[src/rtl/cybp_pkg.sv]
package cybp_pkg;

  typedef enum logic [2:0] {
    OP_LDC = 3'd0,
    OP_STC = 3'd1,
    OP_AND = 3'd2,
    OP_OR  = 3'd3,
    OP_XOR = 3'd4
  } bop_e;

  typedef enum logic [2:0] {
    SP_ACC   = 3'd0,
    SP_PSW   = 3'd1,
    SP_SHORT = 3'd2,
    SP_SFR   = 3'd3,
    SP_IND   = 3'd4
  } bsp_e;

  localparam int CY_POS = 0;
  localparam int CNT_W  = 4;

  // Clock count with no wait cycles
  function automatic logic [CNT_W-1:0] base_cycles(input bop_e op, input bsp_e sp,
                                                   input logic fast);
    logic store;
    store = (op == OP_STC);
    case (sp)
      SP_ACC:         return CNT_W'(4);
      SP_PSW, SP_SFR: return store ? CNT_W'(8) : CNT_W'(7);
      default:        return fast ? CNT_W'(6) : (store ? CNT_W'(8) : CNT_W'(7));
    endcase
  endfunction

endpackage

[src/rtl/cybp_region.sv]
module cybp_region #(
  parameter int            AW = 16,
  parameter logic [AW-1:0] LO = 16'hFE20,
  parameter logic [AW-1:0] HI = 16'hFEFF
) (
  input  logic [AW-1:0] addr_i,
  output logic          fast_o
);
  assign fast_o = (addr_i >= LO) && (addr_i <= HI);
endmodule

[src/rtl/cybp_bitop.sv]
module cybp_bitop
  import cybp_pkg::*;
#(
  parameter int DW = 8,
  parameter int BW = $clog2(DW)
) (
  input  bop_e          op_i,
  input  logic [DW-1:0] byte_i,
  input  logic [BW-1:0] idx_i,
  input  logic          cy_i,
  output logic          cy_o,
  output logic [DW-1:0] byte_o
);
  logic sel;

  always_comb begin
    sel    = byte_i[idx_i];
    cy_o   = cy_i;
    byte_o = byte_i;
    case (op_i)
      OP_LDC:  cy_o = sel;
      OP_AND:  cy_o = cy_i & sel;
      OP_OR:   cy_o = cy_i | sel;
      OP_XOR:  cy_o = cy_i ^ sel;
      OP_STC:  byte_o[idx_i] = cy_i;
      default: ;
    endcase
  end
endmodule

[src/rtl/cybp_seq.sv]
module cybp_seq #(
  parameter int CW = 4
) (
  input  logic          clk,
  input  logic          rst,
  input  logic          launch,
  input  logic [CW-1:0] base_i,
  input  logic          hold,
  output logic          busy,
  output logic [CW-1:0] slot,
  output logic          last
);
  logic [CW-1:0] base_q;

  always_ff @(posedge clk) begin
    if (rst) begin
      busy   <= 1'b0;
      slot   <= '0;
      base_q <= '0;
    end else if (launch) begin
      busy   <= 1'b1;
      slot   <= CW'(1);
      base_q <= base_i;
    end else if (busy && !hold) begin
      if (slot == base_q) begin
        busy <= 1'b0;
        slot <= '0;
      end else begin
        slot <= slot + CW'(1);
      end
    end
  end

  assign last = busy && (slot == base_q);

  AST_SLOT_BOUND: assert property (@(posedge clk) disable iff (rst)
    busy |-> (slot >= CW'(1)) && (slot <= base_q));
  AST_DONE_IDLE: assert property (@(posedge clk) disable iff (rst)
    (last && !hold) |=> !busy);
endmodule

[src/rtl/cy_bitproc.sv]
module cy_bitproc
  import cybp_pkg::*;
#(
  parameter int            AW      = 16,
  parameter int            DW      = 8,
  parameter logic [AW-1:0] FAST_LO = 16'hFE20,
  parameter logic [AW-1:0] FAST_HI = 16'hFEFF,
  parameter int            BW      = $clog2(DW)
) (
  input  logic          clk,
  input  logic          rst,
  input  logic          start,
  input  logic [2:0]    op,
  input  logic [2:0]    space,
  input  logic [AW-1:0] addr,
  input  logic [BW-1:0] bit_idx,
  input  logic [DW-1:0] acc_i,
  input  logic [DW-1:0] psw_i,
  output logic          busy,
  output logic          done,
  output logic          acc_we,
  output logic [DW-1:0] acc_o,
  output logic          psw_we,
  output logic [DW-1:0] psw_o,
  output logic          mem_req,
  output logic          mem_we,
  output logic          mem_sfr,
  output logic [AW-1:0] mem_addr,
  output logic [DW-1:0] mem_wdata,
  input  logic [DW-1:0] mem_rdata,
  input  logic          mem_wait
);
  bop_e             op_q;
  bsp_e             sp_q;
  logic [AW-1:0]    addr_q;
  logic [BW-1:0]    idx_q;
  logic [DW-1:0]    psw_q;
  logic [DW-1:0]    byte_q;
  logic             fast_q;
  logic             fast_in;
  logic             cmd_ok;
  logic             launch;
  logic [CNT_W-1:0] base_in;
  logic [CNT_W-1:0] slot;
  logic             last;
  logic             hold;
  logic             rd_slot;
  logic             is_mem;
  logic             is_stc;
  logic             cy_new;
  logic [DW-1:0]    byte_new;
  logic [DW-1:0]    psw_mod;

  // Fast-window decode on the incoming address
  cybp_region #(.AW(AW), .LO(FAST_LO), .HI(FAST_HI)) u_region (
    .addr_i (addr),
    .fast_o (fast_in)
  );

  assign cmd_ok  = (op <= 3'd4) && (space <= 3'd4);
  assign launch  = start && !busy && cmd_ok;
  assign base_in = base_cycles(bop_e'(op), bsp_e'(space), fast_in);

  always_ff @(posedge clk) begin
    if (rst) begin
      op_q   <= OP_LDC;
      sp_q   <= SP_ACC;
      addr_q <= '0;
      idx_q  <= '0;
      psw_q  <= '0;
      byte_q <= '0;
      fast_q <= 1'b0;
    end else if (launch) begin
      op_q   <= bop_e'(op);
      sp_q   <= bsp_e'(space);
      addr_q <= addr;
      idx_q  <= bit_idx;
      psw_q  <= psw_i;
      fast_q <= fast_in;
      byte_q <= (bsp_e'(space) == SP_ACC) ? acc_i : psw_i;
    end else if (busy && rd_slot && is_mem && !hold) begin
      byte_q <= mem_rdata;
    end
  end

  assign is_mem  = (sp_q == SP_SHORT) || (sp_q == SP_SFR) || (sp_q == SP_IND);
  assign is_stc  = (op_q == OP_STC);
  assign rd_slot = (slot == CNT_W'(1));

  // External waits stretch only slow HL-indirect bus slots
  assign hold = busy && (sp_q == SP_IND) && !fast_q && mem_wait &&
                (rd_slot || (is_stc && last));

  cybp_seq #(.CW(CNT_W)) u_seq (
    .clk    (clk),
    .rst    (rst),
    .launch (launch),
    .base_i (base_in),
    .hold   (hold),
    .busy   (busy),
    .slot   (slot),
    .last   (last)
  );

  cybp_bitop #(.DW(DW), .BW(BW)) u_bitop (
    .op_i   (op_q),
    .byte_i (byte_q),
    .idx_i  (idx_q),
    .cy_i   (psw_q[CY_POS]),
    .cy_o   (cy_new),
    .byte_o (byte_new)
  );

  always_comb begin
    psw_mod         = psw_q;
    psw_mod[CY_POS] = cy_new;
  end

  assign done      = last && !hold;
  assign mem_req   = busy && is_mem && (rd_slot || (is_stc && last));
  assign mem_we    = busy && is_mem && is_stc && last;
  assign mem_sfr   = (sp_q == SP_SFR);
  assign mem_addr  = addr_q;
  assign mem_wdata = byte_new;
  assign acc_we    = done && is_stc && (sp_q == SP_ACC);
  assign acc_o     = byte_new;
  assign psw_we    = done && (!is_stc || (sp_q == SP_PSW));
  assign psw_o     = is_stc ? byte_new : psw_mod;

  AST_WR_ONLY_STC: assert property (@(posedge clk) disable iff (rst)
    (mem_req && mem_we) |-> (op_q == OP_STC));
  AST_RMW_KEEP: assert property (@(posedge clk) disable iff (rst)
    (mem_req && mem_we) |-> (((mem_wdata ^ byte_q) & ~(DW'(1) << idx_q)) == '0));
  AST_BUSY_IGNORE: assert property (@(posedge clk) disable iff (rst)
    (busy && start) |=> ($stable(op_q) && $stable(addr_q) && $stable(sp_q)));
  AST_NO_BUS_LOCAL: assert property (@(posedge clk) disable iff (rst)
    (busy && ((sp_q == SP_ACC) || (sp_q == SP_PSW))) |-> !mem_req);
endmodule

[config.mk]
export PLATFORM = sky130hd
export DESIGN_NAME = cy_bitproc
export DESIGN_NICKNAME = d
export VERILOG_FILES = /design/src/rtl/cybp_pkg.sv /design/src/rtl/cybp_region.sv /design/src/rtl/cybp_bitop.sv /design/src/rtl/cybp_seq.sv /design/src/rtl/cy_bitproc.sv
export SDC_FILE = /design/constraint.sdc
export NUM_CORES = 1
export LEC_CHECK = 0
export BUFFER_PORTS_ARGS = -buffer_cell sky130_fd_sc_hd__buf_2
export CORE_ASPECT_RATIO = 0.8
export CORE_UTILIZATION = 51
export DETAILED_ROUTE_END_ITERATION = 8
export PLACE_DENSITY = 0.81
export SKIP_CTS_REPAIR_TIMING = 1
export SYNTH_ARGS = -nofsm -noshare
export SYNTH_HDL_FRONTEND = slang
export SYNTH_SLANG_ARGS = --single-unit
[constraint.sdc]
create_clock -name clk -period 2.7 [get_ports clk]
set_input_delay 0 -clock clk [delete_from_list [all_inputs] [get_ports clk]]
set_output_delay 0 -clock clk [all_outputs]
set_load 0.02 [all_outputs]
# Word-level counts from Yosys, hierarchy flattened
# Index checks and enable logic that the tools add are counted.
[word_totals]
rom_bits = 0
regBits = 51
in_bits = 53
ramBits = 0
latchBits = 0
mem_count = 0
out_inout_bits = 47
elab_cells = 94
[classes]
n_mul = 0
div_mod_pow = 0
n_eq_ne = 13
reduce_logical = 40
n_addsub = 1
bitwise = 3
n_mux = 20
n_lt_le_gt_ge = 6
shift = 0
[ops]
columns = ["cell", "count"]
rows = [
  ["$mux W8", 5],
  ["$logic_and A1 B1 Y1", 23],
  ["$ge A16 B16 Y1 const B", 1],
  ["$le A16 B16 Y1 const B", 1],
  ["$eq A3 B2 Y1 const B", 5],
  ["$eq A3 B1 Y1 const B", 4],
  ["$mux W4", 3],
  ["$logic_not A3 Y1", 3],
  ["$bwmux W8", 1],
  ["$pmux W4 S2", 1],
  ["$mux W1", 7],
  ["$eq A3 B3 Y1 const B", 2],
  ["$le A3 B3 Y1 const B", 2],
  ["$reduce_bool A2 Y1", 3],
  ["$add A4 B1 Y4 const B", 1],
  ["$eq A4 B1 Y1 const B", 1],
  ["$eq A4 B4 Y1", 1],
  ["$logic_not A1 Y1", 4],
  ["$logic_or A1 B1 Y1", 4],
  ["$lt A3 B4 Y1 const B", 1],
  ["$pmux W1 S4", 1],
  ["$reduce_or A2 Y1", 2],
  ["$bmux W1 S3", 1],
  ["$demux W1 S3", 1],
  ["5 further kinds", 5],
]

# Depth between registers and ports, before layout
# Gate-level depths: netlist (run 1).
[depth]
depth_word = 9
mapped_depth = 10
ltp_nobuf = 9

# Hierarchy
# From an unflattened synthesis (run 1), not the netlist that was laid out.
[unflattened]
hier_cells = 352
area_unflattened_um2 = 2880.3
[modules_own_cells]
columns = ["module", "n_inst", "seq_area_each_um2", "area_per_inst_um2", "cells_each"]
rows = [
  ["cy_bitproc", 1, 840.8, 2129.5, 257],
  ["cybp_seq", 1, 180.2, 425.4, 48],
  ["cybp_bitop", 1, 0.0, 295.3, 43],
  ["cybp_region", 1, 0.0, 30.0, 4],
]

# Worst setup path after synthesis (run 1)
# OpenSTA, ideal clock, no wires.
[synth_timing]
path_kind = "register to output"
start = "reg idx_q[1]"
end = "out psw_o[0]"
required_time_ps = 2700
n_path_buf = 1
slack_ps = 505
stages_incl_launch_ff = 10
arrival_time_ps = 2195
path_cell_list = "dfxtp_1 > buf_2 > mux4_2 > mux2_2 > ha_1 > nor2b_1 > o21ai_0 > nor2_1 > a2111oi_0 > a21oi_1"
[synth_via]
elab_chain_len = 7
elab_cells_between_ends = 14
classes_between = "order compare (2); mux (8); bitwise (3); reduce/logical (1)"
[synth_lines]
columns = ["item", "line_no", "rtl"]
rows = [
  ["start, declared", "cy_bitproc.sv:36", "logic [BW-1:0] idx_q;"],
  ["start signal, assigned", "cy_bitproc.sv:77", "idx_q <= bit_idx;"],
  ["$lt A3 B4 Y1 (implied by the code) / $ge A3 B1 Y1 (equally long branches)", "cybp_bitop.sv:25", "OP_STC: byte_o[idx_i] = cy_i;"],
  ["$logic_and A1 B1 Y1 (implied by the code)", "cybp_bitop.sv:25", ""],
  ["$mux W1 (implied by the code)", "cybp_bitop.sv:25", ""],
  ["$demux W1 S3", "--", ""],
  ["$bwmux W8", "cybp_bitop.sv:25", ""],
  ["$mux W8", "cybp_bitop.sv:20", "case (op_i)"],
  ["$mux W8 *", "cy_bitproc.sv:128", "assign psw_o = is_stc ? byte_new : psw_mod;"],
  ["end, declared", "cy_bitproc.sv:24", "output logic [DW-1:0] psw_o,"],
]
# Every way passes the cells marked *; elsewhere a longest branch is shown, timed or not. The select of a mux whose other input is x is not followed.

# Worst setup path in the final report (run 1)
# Same ends and word-level chain as after synthesis.

==> key figures, run 1 <==
Global route
  • Pin count of the biggest net entering global routing: 52
  • Vias in the first global route: 2,766
  • All-Layer GR Usage: around a quarter
  • Gr ovfl total: 0
  • First-pass GRT wire length: 12,300 µm
  • Initial antenna violation count: 0

Setup path
  • R2r startpoint: u_seq.slot[0]$_SDFFE_PP0P_
  • CP Cell Sequence: mux4_2, mux2_2, ha_1, nor2b_1, o21ai_0, nor2_1, a2111oi_2, a21oi_1, buf_2
  • Maximum fanout along the worst path: 7
  • Endpoint of the worst-slack reg-to-reg timing path: byte_q[3]$_SDFFE_PP0P_
  • CP Class: reg2out
  • Setup crit end kind: primary output
  • Crit path max-delay cell type: mux4_2
  • CP required: 2700 ps
  • CP startpoint kind: flop
  • R2R depth: 5
  • CP arrival: between 2000 and 2500 ps
  • Slowest stage delay, CP: 490 ps
  • FF-to-FF setup slack: 720 ps

Logic synthesis
  • Fraction of registers with async set/reset: 0%
  • Register bit total from synthesis: 51
  • Largest area contributor in the netlist: dfxtp_1
  • Avg Inst Size Synth: roughly 8.1 µm²
  • Cell area after synthesis: 2960 µm²
  • Post-Syn Nets: 424
  • Number of synthesis warnings: 0
  • Share of the synthesized area in the top cell type: around a third
  • Post-synth EDFFs: 0
  • Synth Flop Type: dfxtp_1
  • Synth unique cells: 48
  • Post-synthesis sequential area ratio: 34.5%
  • Cells after Synth: 367
  • Synth area leaders: dfxtp_1 (35%), nand2_1 (11%), a21oi_1 (7.3%), mux2i_1 (6.4%), a211oi_1 (4.1%)

Run
  • Max Cap Violations: 0

Route
  • Post-route ant nets: 0
  • First-pass DRT Iterations: 5
  • Via count of the routed design: 3,023
  • Detailed Route WL: 8040 µm
  • DRC violations left: 0
  • Post-DR vias/cell: 5.42
  • Wirelength per Cell: 14.4 µm
  • 1st-iter DRT viols: 149

Clock network
  • CTS Buf Count: 5
  • CTS tree: yes
  • Clock buffer depth: 2
  • H-tree level count: 2
  • Clk pin slew, worst setup/hold paths: 100 ps
  • Clock sink count: 51
  • Skew-Pair Late Insertion Delay: 310 ps
  • CTS Root Cell: clkbuf_8

STA
  • Crit path time final: 2460 ps
  • Worst Tran Pin Value: 949 ps
  • RSZ-0062 raised after global routing: no
  • Fin crit share: 91.2%
  • Final setup violation count: 0
  • Fin. max-slew vios: 0
  • Hold slack: -19.2 ps
  • Setup Skew: 9.40 ps
  • Final hold vios: 2
  • Rel. slew slack: 36.8%
  • Setup TNS: 0 ps
  • Fmax: 0.406 GHz
  • Final worst slack: between 200 and 250 ps

Floorplanning
  • Die area: between 6000 and 7000 µm²
  • Height of the die: 70.1 µm
  • Starting Density: 53.6%
  • Num rows: 24
  • Io pins: 100
  • Area of the core: 5530 µm²
  • Die width: slightly below 90 µm

Final layout
  • Synthesis-to-layout area growth: 28.8%
  • Final #Nets: 536
  • Ant diodes: 0
  • Layout cells sized above 1: 29.8%
  • Final core occ: 69.0%
  • Footprint of the multi-input gates: 1690 µm²
  • FILL cells: 471
  • FF/Latch Area: 1020 µm²

Place
  • Post-DP HPWL: 5430 µm
  • GP Congestion: 0.863
  • PortBufs: 99
  • Setup WS pre-CTS: around 250 ps

Min path
  • Hold crit path type: in2reg
  • Worst hold endpoint: sp_q[0]$_SDFFE_PP0N_
  • Worst Hold Depth: 3
  • Worst hold start: space[0]

Power and ir drop
  • Leakage Power: 1.63 nW
  • VDD IR-drop max: 0.327 mV
  • Power Density: about 450 nW/µm²

Run status
  • Violated checks: negative hold slack
  • Status: finished, violations left
[cells in the final DEF, fill, tap and decap left out, types with 2 or more instances in the layout]
master / count
a211oi_1: 16
a21oi_1: 43
and2b_1: 4
and2b_2: 6
and3_1: 3
buf_2: 99
buf_4: 8
clkbuf_8: 6
dfxtp_1: 50
dlygate4sd3_1: 31
ha_1: 4
inv_1: 5
mux2_2: 5
mux2i_1: 19
mux4_2: 2
nand2_1: 87
nand3_1: 8
nand4_1: 3
nor2_1: 19
nor2b_1: 6
nor3_1: 8
nor3_2: 2
nor3b_4: 2
nor4_1: 2
o21ai_0: 13
xnor2_1: 4
[cells in the mapped netlist, types with 6 or more instances]
cell      number
buf_4          8
nand2_1       87
and2b_2        6
clkbuf_1       8
dfxtp_1       51
nand3_1        9
a21oi_1       43
mux2i_1       19
a211oi_1      16
nor2_1        19
nor3_1         8
nor2b_1        6
buf_2          9
clkbuf_8       6
o21ai_0       13
[area by class of cell]
cell class	count	area share [%]
multi-input combinational	277	44.2
inverter	5	0.492
timing repair buffer	139	23.2
tap	78	2.56
sequential	51	26.9
clock inverter	2	0.427
clock buffer	6	2.17
[logic make-up (layout without fill, tap and decap cells)]
kind of cell | after synthesis | after routing | share of synthesized area (%)
mux | 26 | 26 | 9.85
fa+ha+maj | 4 | 4 | 1.69
xor+xnor | 4 | 4 | 1.18
compound gates | 81 | 81 | 16.8
buf+inv | 39 | 152 | 8.88
flops | 51 | 51 | 34.5
simple gates | 162 | 162 | 27.1
[worst max-delay path, delay by kind of cell (launching register included)]
family	cells	cell delay (ps)
mux	2	800
compound gates	3	420
fa+ha+maj	1	180
flops	1	400
buf+inv	1	170
simple gates	2	190
[registers in the layout, summed over array words and instances (netlist names)]
signal and cells:
u_seq.slot 4, sp_q 3, mem_addr 16, op_q 3
fast_q 1, psw_q 8, u_seq.base_q 4, byte_q 8
idx_q 3, u_seq.busy 1
[how the worst max path moves through the flow]
stage | start | endpoint | slack (ps) | cells after the start
3_5_place_dp | idx_q[1]$_SDFFE_PP0N_ | psw_o[0] | 250 | 9
6_report | idx_q[1]$_SDFFE_PP0N_ | psw_o[0] | 240 | 9
5_1_grt | idx_q[1]$_SDFFE_PP0N_ | psw_o[0] | 70 | 9
2_1_floorplan | idx_q[1]$_SDFFE_PP0N_ | psw_o[0] | 510 | 9
3_3_place_gp | idx_q[1]$_SDFFE_PP0N_ | psw_o[0] | 310 | 9
4_1_cts | idx_q[1]$_SDFFE_PP0N_ | psw_o[0] | -80 | 9
[per-stage QoR]
step | cells | total power, mW | instance area (µm²) | hold slack (ps)
6_report | 558 | 1.72 | 3810 | -19.2
5_1_grt | 558 | 1.81 | 3810 | 12.9
4_1_cts | 525 | 1.69 | 3480 | -92.0
3_5_place_dp | 517 | 1.22 | 3380 | 248
3_3_place_gp | 517 | 1.21 | 3380 | 242
2_1_floorplan | 367 | 1.11 | 2960 | 133
[where the power goes]
group          internal (mW)  leakage, nW  switching (mW)
logic                  0.181         1.16           0.234
clock network          0.210       0.0474           0.264
registers              0.791        0.417          0.0430
total                   1.18         1.63           0.541
[metal layers]
layer	GRT usage [%]	part of all wire (%)	vias to the layer above
li1	-	-	1486
met2	41.3	48	126
met1	32.6	43	1398
met5	0	0	-
met3	5.79	7.2	13
met4	8.20	1.3	0
Note: power is estimated with default switching activity, not from simulation.
==> run 2: changes to the inputs <==
- CORE_UTILIZATION: 51 -> 52
- CTS_BUF_LIST: default -> sky130_fd_sc_hd__clkbuf_4 sky130_fd_sc_hd__clkbuf_8
- PLACE_DENSITY: 0.81 -> 0.83
==> key figures, run 2 (synthesis gave the netlist of run 1 again) <==
Setup path
  • R2r startpoint: u_seq.slot[0]$_SDFFE_PP0P_
  • R2R depth: 5 (unchanged)
  • Endpoint of the worst-slack reg-to-reg timing path: byte_q[7]$_SDFFE_PP0P_
  • CP arrival: 2560 ps (+100 ps)
  • Setup crit end kind: primary output
  • CP Class: reg2out
  • CP Cell Sequence: mux4_2, mux2_2, ha_1, nor2b_1, o21ai_0, nor2_1, a2111oi_2, a21oi_1, buf_2
  • CP Launch Point: idx_q[1]$_SDFFE_PP0N_
  • Crit path max-delay cell type: mux4_2
  • Critical path destination: psw_o[0]
  • FF-to-FF setup slack: 750 ps (+30 ps)
  • CP required: 2700 ps (about the same)
  • CP startpoint kind: flop
  • Maximum fanout along the worst path: 6 (-1)
  • Slowest stage delay, CP: 500 ps (about the same)

Global route
  • Pin count of the biggest net entering global routing: 52 (unchanged)
  • Initial antenna violation count: 0 (unchanged)
  • All-Layer GR Usage: 25.1% (-0.080 points)
  • First-pass GRT wire length: 12,100 µm (-1.7%)
  • Vias in the first global route: 2,656 (-4.0%)
  • Gr ovfl total: 0 (unchanged)

Final layout
  • Max reg flops: 16 (unchanged)
  • Most frequent cells in the layout: buf_2 (99), nand2_1 (87), dfxtp_1 (50)
  • Fin area: 3780 µm² (-0.92%)
  • Layout Cells excl Fill: 556 (-0.36%)
  • Layout cells sized above 1: 29.3% (-0.50 points)
  • Final core occ: 69.1% (+0.12 points)
  • Synthesis-to-layout area growth: 27.7%
  • Most common cell after layout, fill and taps aside: buf_2
  • Final #Nets: 534 (-0.37%)
  • Ant diodes: 0 (unchanged)

STA
  • Setup TNS: 0 ps (unchanged)
  • Hold slack: -19.3 ps (-0.0643 ps)
  • Fmax: 0.391 GHz (-3.7%)
  • Rel. slew slack: 38.0% (+1.3 points)
  • RSZ-0062 raised after global routing: no
  • Final setup violation count: 0 (unchanged)
  • Setup Skew: 6.45 ps (-2.95 ps)
  • Final worst slack: 143 ps (-95.3 ps)
  • Fin crit share: 94.7% (+3.5 points)
  • Fin. max-slew vios: 0 (unchanged)
  • Crit path time final: 2560 ps (+95.3 ps)
  • Worst Tran Pin Value: 930 ps (-19.1 ps)
  • Final hold vios: 1 (-1)

Route
  • 1st-iter DRT viols: 247 (+66%)
  • Via count of the routed design: 3,039 (+0.53%)
  • Post-DR vias/cell: 5.47 (+0.89%)
  • First-pass DRT Iterations: 4 (-1)
  • Post-route ant nets: 0 (unchanged)
  • Wirelength per Cell: 14.8 µm (+2.9%)
  • DRC violations left: 0 (unchanged)
  • Detailed Route WL: 8240 µm (+2.5%)

Floorplanning
  • Die width: 86.3 µm (-0.94%)
  • Height of the die: 69.5 µm (-0.94%)
  • Area of the core: 5470 µm² (-1.1%)
  • Io pins: 100 (unchanged)
  • Starting Density: 54.1% (+0.59 points)
  • Num rows: 24 (unchanged)
  • Die area: 6000 µm² (-1.9%)

Run
  • Max Cap Violations: 0 (unchanged)

Clock network
  • CTS tree: yes
  • Clock sink count: 51 (unchanged)
  • H-tree level count: 2 (unchanged)
  • Clk pin slew, worst setup/hold paths: 90 ps (about the same)
  • Skew-Pair Late Insertion Delay: 300 ps (about the same)
  • CTS Root Cell: clkbuf_8
  • Clock buffer depth: 2 (unchanged)
  • CTS Buf Count: 5 (unchanged)

Run status
  • Status: finished, violations left
  • Violated checks: negative hold slack

Place
  • GP Congestion: 0.885 (+2.5%)
  • Post-DP HPWL: 5430 µm (about the same)
  • Placed insts: 516 (-0.19%)
  • PortBufs: 99 (unchanged)
  • Placed Area: 3360 µm² (-0.59%)
  • Setup WS pre-CTS: 322 ps (+68.7 ps)

Power and ir drop
  • Final Power: 1.69 mW (-1.6%)
  • Leakage Power: 1.61 nW (-0.86%)
  • Power Density: 448 nW/µm² (-0.74%)
  • VDD IR-drop max: 0.342 mV (+4.9%)

Min path
  • Hold crit path type: in2reg
## run 2: report_power, final
group,internal (mW),switching [mW],leakage [nW]
logic,0.176,0.235,1.15
registers,0.791,0.0428,0.417
clock network,0.203,0.247,0.0491
## run 2: worst max-delay path: cells and delay by family, from the launching register on
family	cells	cell delay [ps]
AO/OA/AOI/OAI	3	530
adder cells (fa/ha/maj)	1	180
buffers and inverters	1	160
flip-flops	1	390
multiplexers	2	810
AND/OR/NAND/NOR	2	180
## run 2: worst min-delay path by stage
stage          cells after the start                        to     from  slack (ps)
2_1_floorplan                      2      op_q[0]$_SDFFE_PP0N_    op[0]         130
3_3_place_gp                       3  mem_addr[4]$_SDFFE_PP0N_  addr[4]         240
3_5_place_dp                       3  mem_addr[1]$_SDFFE_PP0N_  addr[1]         250
4_1_cts                            3  mem_addr[1]$_SDFFE_PP0N_  addr[1]         -80
5_1_grt                            3      op_q[0]$_SDFFE_PP0N_    op[0]           6
6_report                           3      op_q[0]$_SDFFE_PP0N_    op[0]         -20
## run 2: area by class of cell
cell class	instances	area [µm²]
fill	443	1690
multi-input combinational	277	1690
inverter	5	18.8
tap	78	97.6
sequential	51	1020
timing repair buffer	137	861
clock buffer	7	83.8
clock inverter	1	5.00
## run 2: routing by layer
layer,global-route usage (%),wire length [µm],up-vias
li1,-,-,1476
met4,6.85,146,0
met5,0,0,-
met3,5.71,592,18
met2,39.8,3920,136
met1,34.3,3580,1409
==> run 3: changes to the inputs <==
- ABC_AREA: default -> 1
- CORE_UTILIZATION: 52 -> 51
==> key figures, run 3 <==
Setup path
  • Maximum fanout along the worst path: 11 (+5)
  • CP Class: reg2out
  • CP arrival: 2180 ps (-380 ps)
  • CP startpoint kind: flop
  • R2r startpoint: u_seq.busy$_SDFFE_PP0P_
  • Setup crit end kind: primary output
  • CP required: 2700 ps (about the same)
  • CP Launch Point: idx_q[0]$_SDFFE_PP0N_

Logic synthesis
  • Synth Flop Type: dfxtp_1
  • Post-synth EDFFs: 0 (unchanged)
  • Post-synth top cells: nand2_1 (110), inv_1 (53), dfxtp_1 (51)
  • Post-synthesis sequential area ratio: 36.7% (+2.2 points)
  • Synth area leaders: dfxtp_1 (37%), nand2_1 (15%), o21ai_0 (8.8%), inv_1 (7.1%), nor2_1 (5.7%)
  • Share of the synthesized area in the top cell type: 36.7% (+2.2 points)
  • Largest area contributor in the netlist: dfxtp_1
  • Number of synthesis warnings: 0 (unchanged)
  • Register bit total from synthesis: 51 (unchanged)
  • Synth unique cells: 33 (-31%)
  • Cells after Synth: 420 (+14%)
  • Post-Syn Nets: 477 (+13%)
  • Fraction of registers with async set/reset: 0% (unchanged)
  • Avg Inst Size Synth: 6.63 µm² (-18%)
  • Cell area after synthesis: 2780 µm² (-6.0%)
  • Count leader, synth: nand2_1

Route
  • First-pass DRT Iterations: 7 (+3)
  • DRC violations left: 0 (unchanged)
  • Detailed Route WL: 7880 µm (-4.4%)
  • Wirelength per Cell: 13.2 µm (-11%)
  • 1st-iter DRT viols: 205 (-17%)
  • Via count of the routed design: 3,015 (-0.79%)
  • Post-DR vias/cell: 5.05 (-7.6%)
  • Post-route ant nets: 0 (unchanged)

Clock network
  • CTS Root Cell: clkbuf_8
  • Skew-Pair Late Insertion Delay: 300 ps (about the same)
  • Clock sink count: 51 (unchanged)
  • CTS Buf Count: 5 (unchanged)
  • H-tree level count: 2 (unchanged)
  • Clk pin slew, worst setup/hold paths: 90 ps (about the same)
  • CTS tree: yes
  • Clock buffer depth: 2 (unchanged)

STA
  • Fmax: 0.460 GHz (+18%)
  • RSZ-0062 raised after global routing: no
  • Crit path time final: 2180 ps (-381 ps)
  • Final hold vios: 2 (+1)
  • Setup Skew: 7.43 ps (+0.978 ps)
  • Hold slack: -23.7 ps (-4.47 ps)
  • Final worst slack: 524 ps (+381 ps)
  • Fin. max-slew vios: 0 (unchanged)
  • Rel. slew slack: 54.2% (+16 points)
  • Final setup violation count: 0 (unchanged)
  • Setup TNS: 0 ps (unchanged)
  • Worst Tran Pin Value: 686 ps (-243 ps)
  • Fin crit share: 80.6% (-14 points)

Floorplanning
  • Die area: 5760 µm² (-4.0%)
  • Num rows: 23 (-4.2%)
  • Starting Density: 54.3% (+0.18 points)
  • Area of the core: 5120 µm² (-6.3%)
  • Height of the die: 68.1 µm (-2.0%)
  • Io pins: 100 (unchanged)
  • Die width: 84.6 µm (-2.0%)

Global route
  • Initial antenna violation count: 0 (unchanged)
  • Pin count of the biggest net entering global routing: 28 (-46%)
  • Gr ovfl total: 0 (unchanged)
  • Vias in the first global route: 2,672 (+0.60%)
  • All-Layer GR Usage: 26.2% (+1.1 points)
  • First-pass GRT wire length: 11,900 µm (-1.4%)

Power and ir drop
  • Power Density: 496 nW/µm² (+11%)
  • P_int: 1.23 mW (+5.5%)
  • Power share of the combinational group: 24.6% (+0.3 points)
  • Net Switching: 558 µW (+6.5%)
  • Sw frac: 31.1% (+0.21 points)
  • Clk pwr share: 29.3% (+2.8 points)
  • VDD IR-drop max: 0.378 mV (+11%)
  • Sequential power share: 46.1% (-3.1 points)
  • Leakage Power: 1.85 nW (+15%)

Final layout
  • Synthesis-to-layout area growth: 29.9%
  • Max reg flops: 16 (unchanged)
  • Ant diodes: 0 (unchanged)
  • Final #Nets: 592 (+11%)
  • Layout cells sized above 1: 23.7% (-5.6 points)
  • Most common cell after layout, fill and taps aside: nand2_1
  • Most frequent cells in the layout: nand2_1 (110), buf_2 (99), inv_1 (53)

Min path
  • Worst hold start: addr[9]
  • Hold crit path type: in2reg

Run
  • Max Cap Violations: 0 (unchanged)

Place
  • Setup WS pre-CTS: 779 ps (+457 ps)
  • PortBufs: 99 (unchanged)
  • Post-DP HPWL: 5410 µm (-0.34%)
  • GP Congestion: 0.854 (-3.5%)

Run status
  • Violated checks: negative hold slack
  • Status: finished, violations left
==> run 3: cell count changes in the layout (fill, tap and decap cells not counted), sizes merged, moves of 7 or more <==
cell	previous run	this run
inv	5	58
o21ai	15	54
nand2	87	116
a21oi	43	16
nor2	19	44
mux2i	19	0
a211oi	17	0
nand3	9	25
and2b	10	0
a21o	0	8
nor3	10	3
==> run 3: final timing paths <==
path / endpoint / slack, ps / cells after the start
setup / recovery: psw_o[0] / 520 / 11
hold / removal: mem_addr[9]$_SDFFE_PP0N_ / -20 / 3
setup reg to reg: mem_addr[0]$_SDFFE_PP0N_ / 750 / 6
hold reg to reg: mem_addr[14]$_SDFFE_PP0N_ / 460 / 2
==> run 3: layout make-up <==
class	instances	area, µm²
sequential	51	1020
fill	421	1510
clock inverter	2	37.5
timing repair buffer	128	781
clock buffer	5	68.8
tap	62	77.6
inverter	59	224
multi-input combinational	290	1410
==> run 3: through the flow <==
step | utilization, % | hold slack, ps | power, mW | cells | cell area [µm²]
6_report | 70.6 | -23.7 | 1.79 | 597 | 3610
3_5_place_dp | 63.2 | 203 | 1.25 | 563 | 3240
3_3_place_gp | 63.2 | 189 | 1.24 | 563 | 3240
2_1_floorplan | - | 72.4 | 1.13 | 420 | 2780
4_1_cts | 65.3 | -112 | 1.76 | 570 | 3340
5_1_grt | 70.6 | 3.58 | 1.88 | 597 | 3610
==> run 3: routing by layer <==
| metal | track usage (%) | vias to the layer above | wire length [µm] |
|---|---|---|---|
| met3 | 4.10 | 7 | 519 |
| met5 | 0 | - | 0 |
| met4 | 5.93 | 0 | 51 |
| met1 | 35.5 | 1334 | 3610 |
| li1 | - | 1555 | - |
| met2 | 44.7 | 119 | 3700 |
==> run 3: cells by family after synthesis <==
family / after synthesis / share of synthesized area, %
flops: 51 / 36.7
simple gates: 194 / 29.6
xor+xnor: 2 / 0.630
buf+inv: 79 / 12.8
fa+ha+maj: 4 / 1.80
compound gates: 90 / 18.5
==> run 3: worst max-delay path, cell delays in order, from the launching register on <==
cell	delay, ps
dfxtp_1	540
inv_1	200
nand2_1	110
nand3_1	70
nand2_1	70
nor2_1	70
ha_1	270
nand2_1	50
nand2_1	60
nand4_1	90
a21oi_1	170
buf_2	190
==> run 3: power groups by stage <==
stage	Clock (mW)	Combinational (mW)	Sequential (mW)
3_3_place_gp	0	0.395	0.841
4_1_cts	0.528	0.405	0.826
6_report	0.525	0.440	0.827
5_1_grt	0.563	0.487	0.832
2_1_floorplan	0	0.275	0.852
3_5_place_dp	0	0.402	0.843
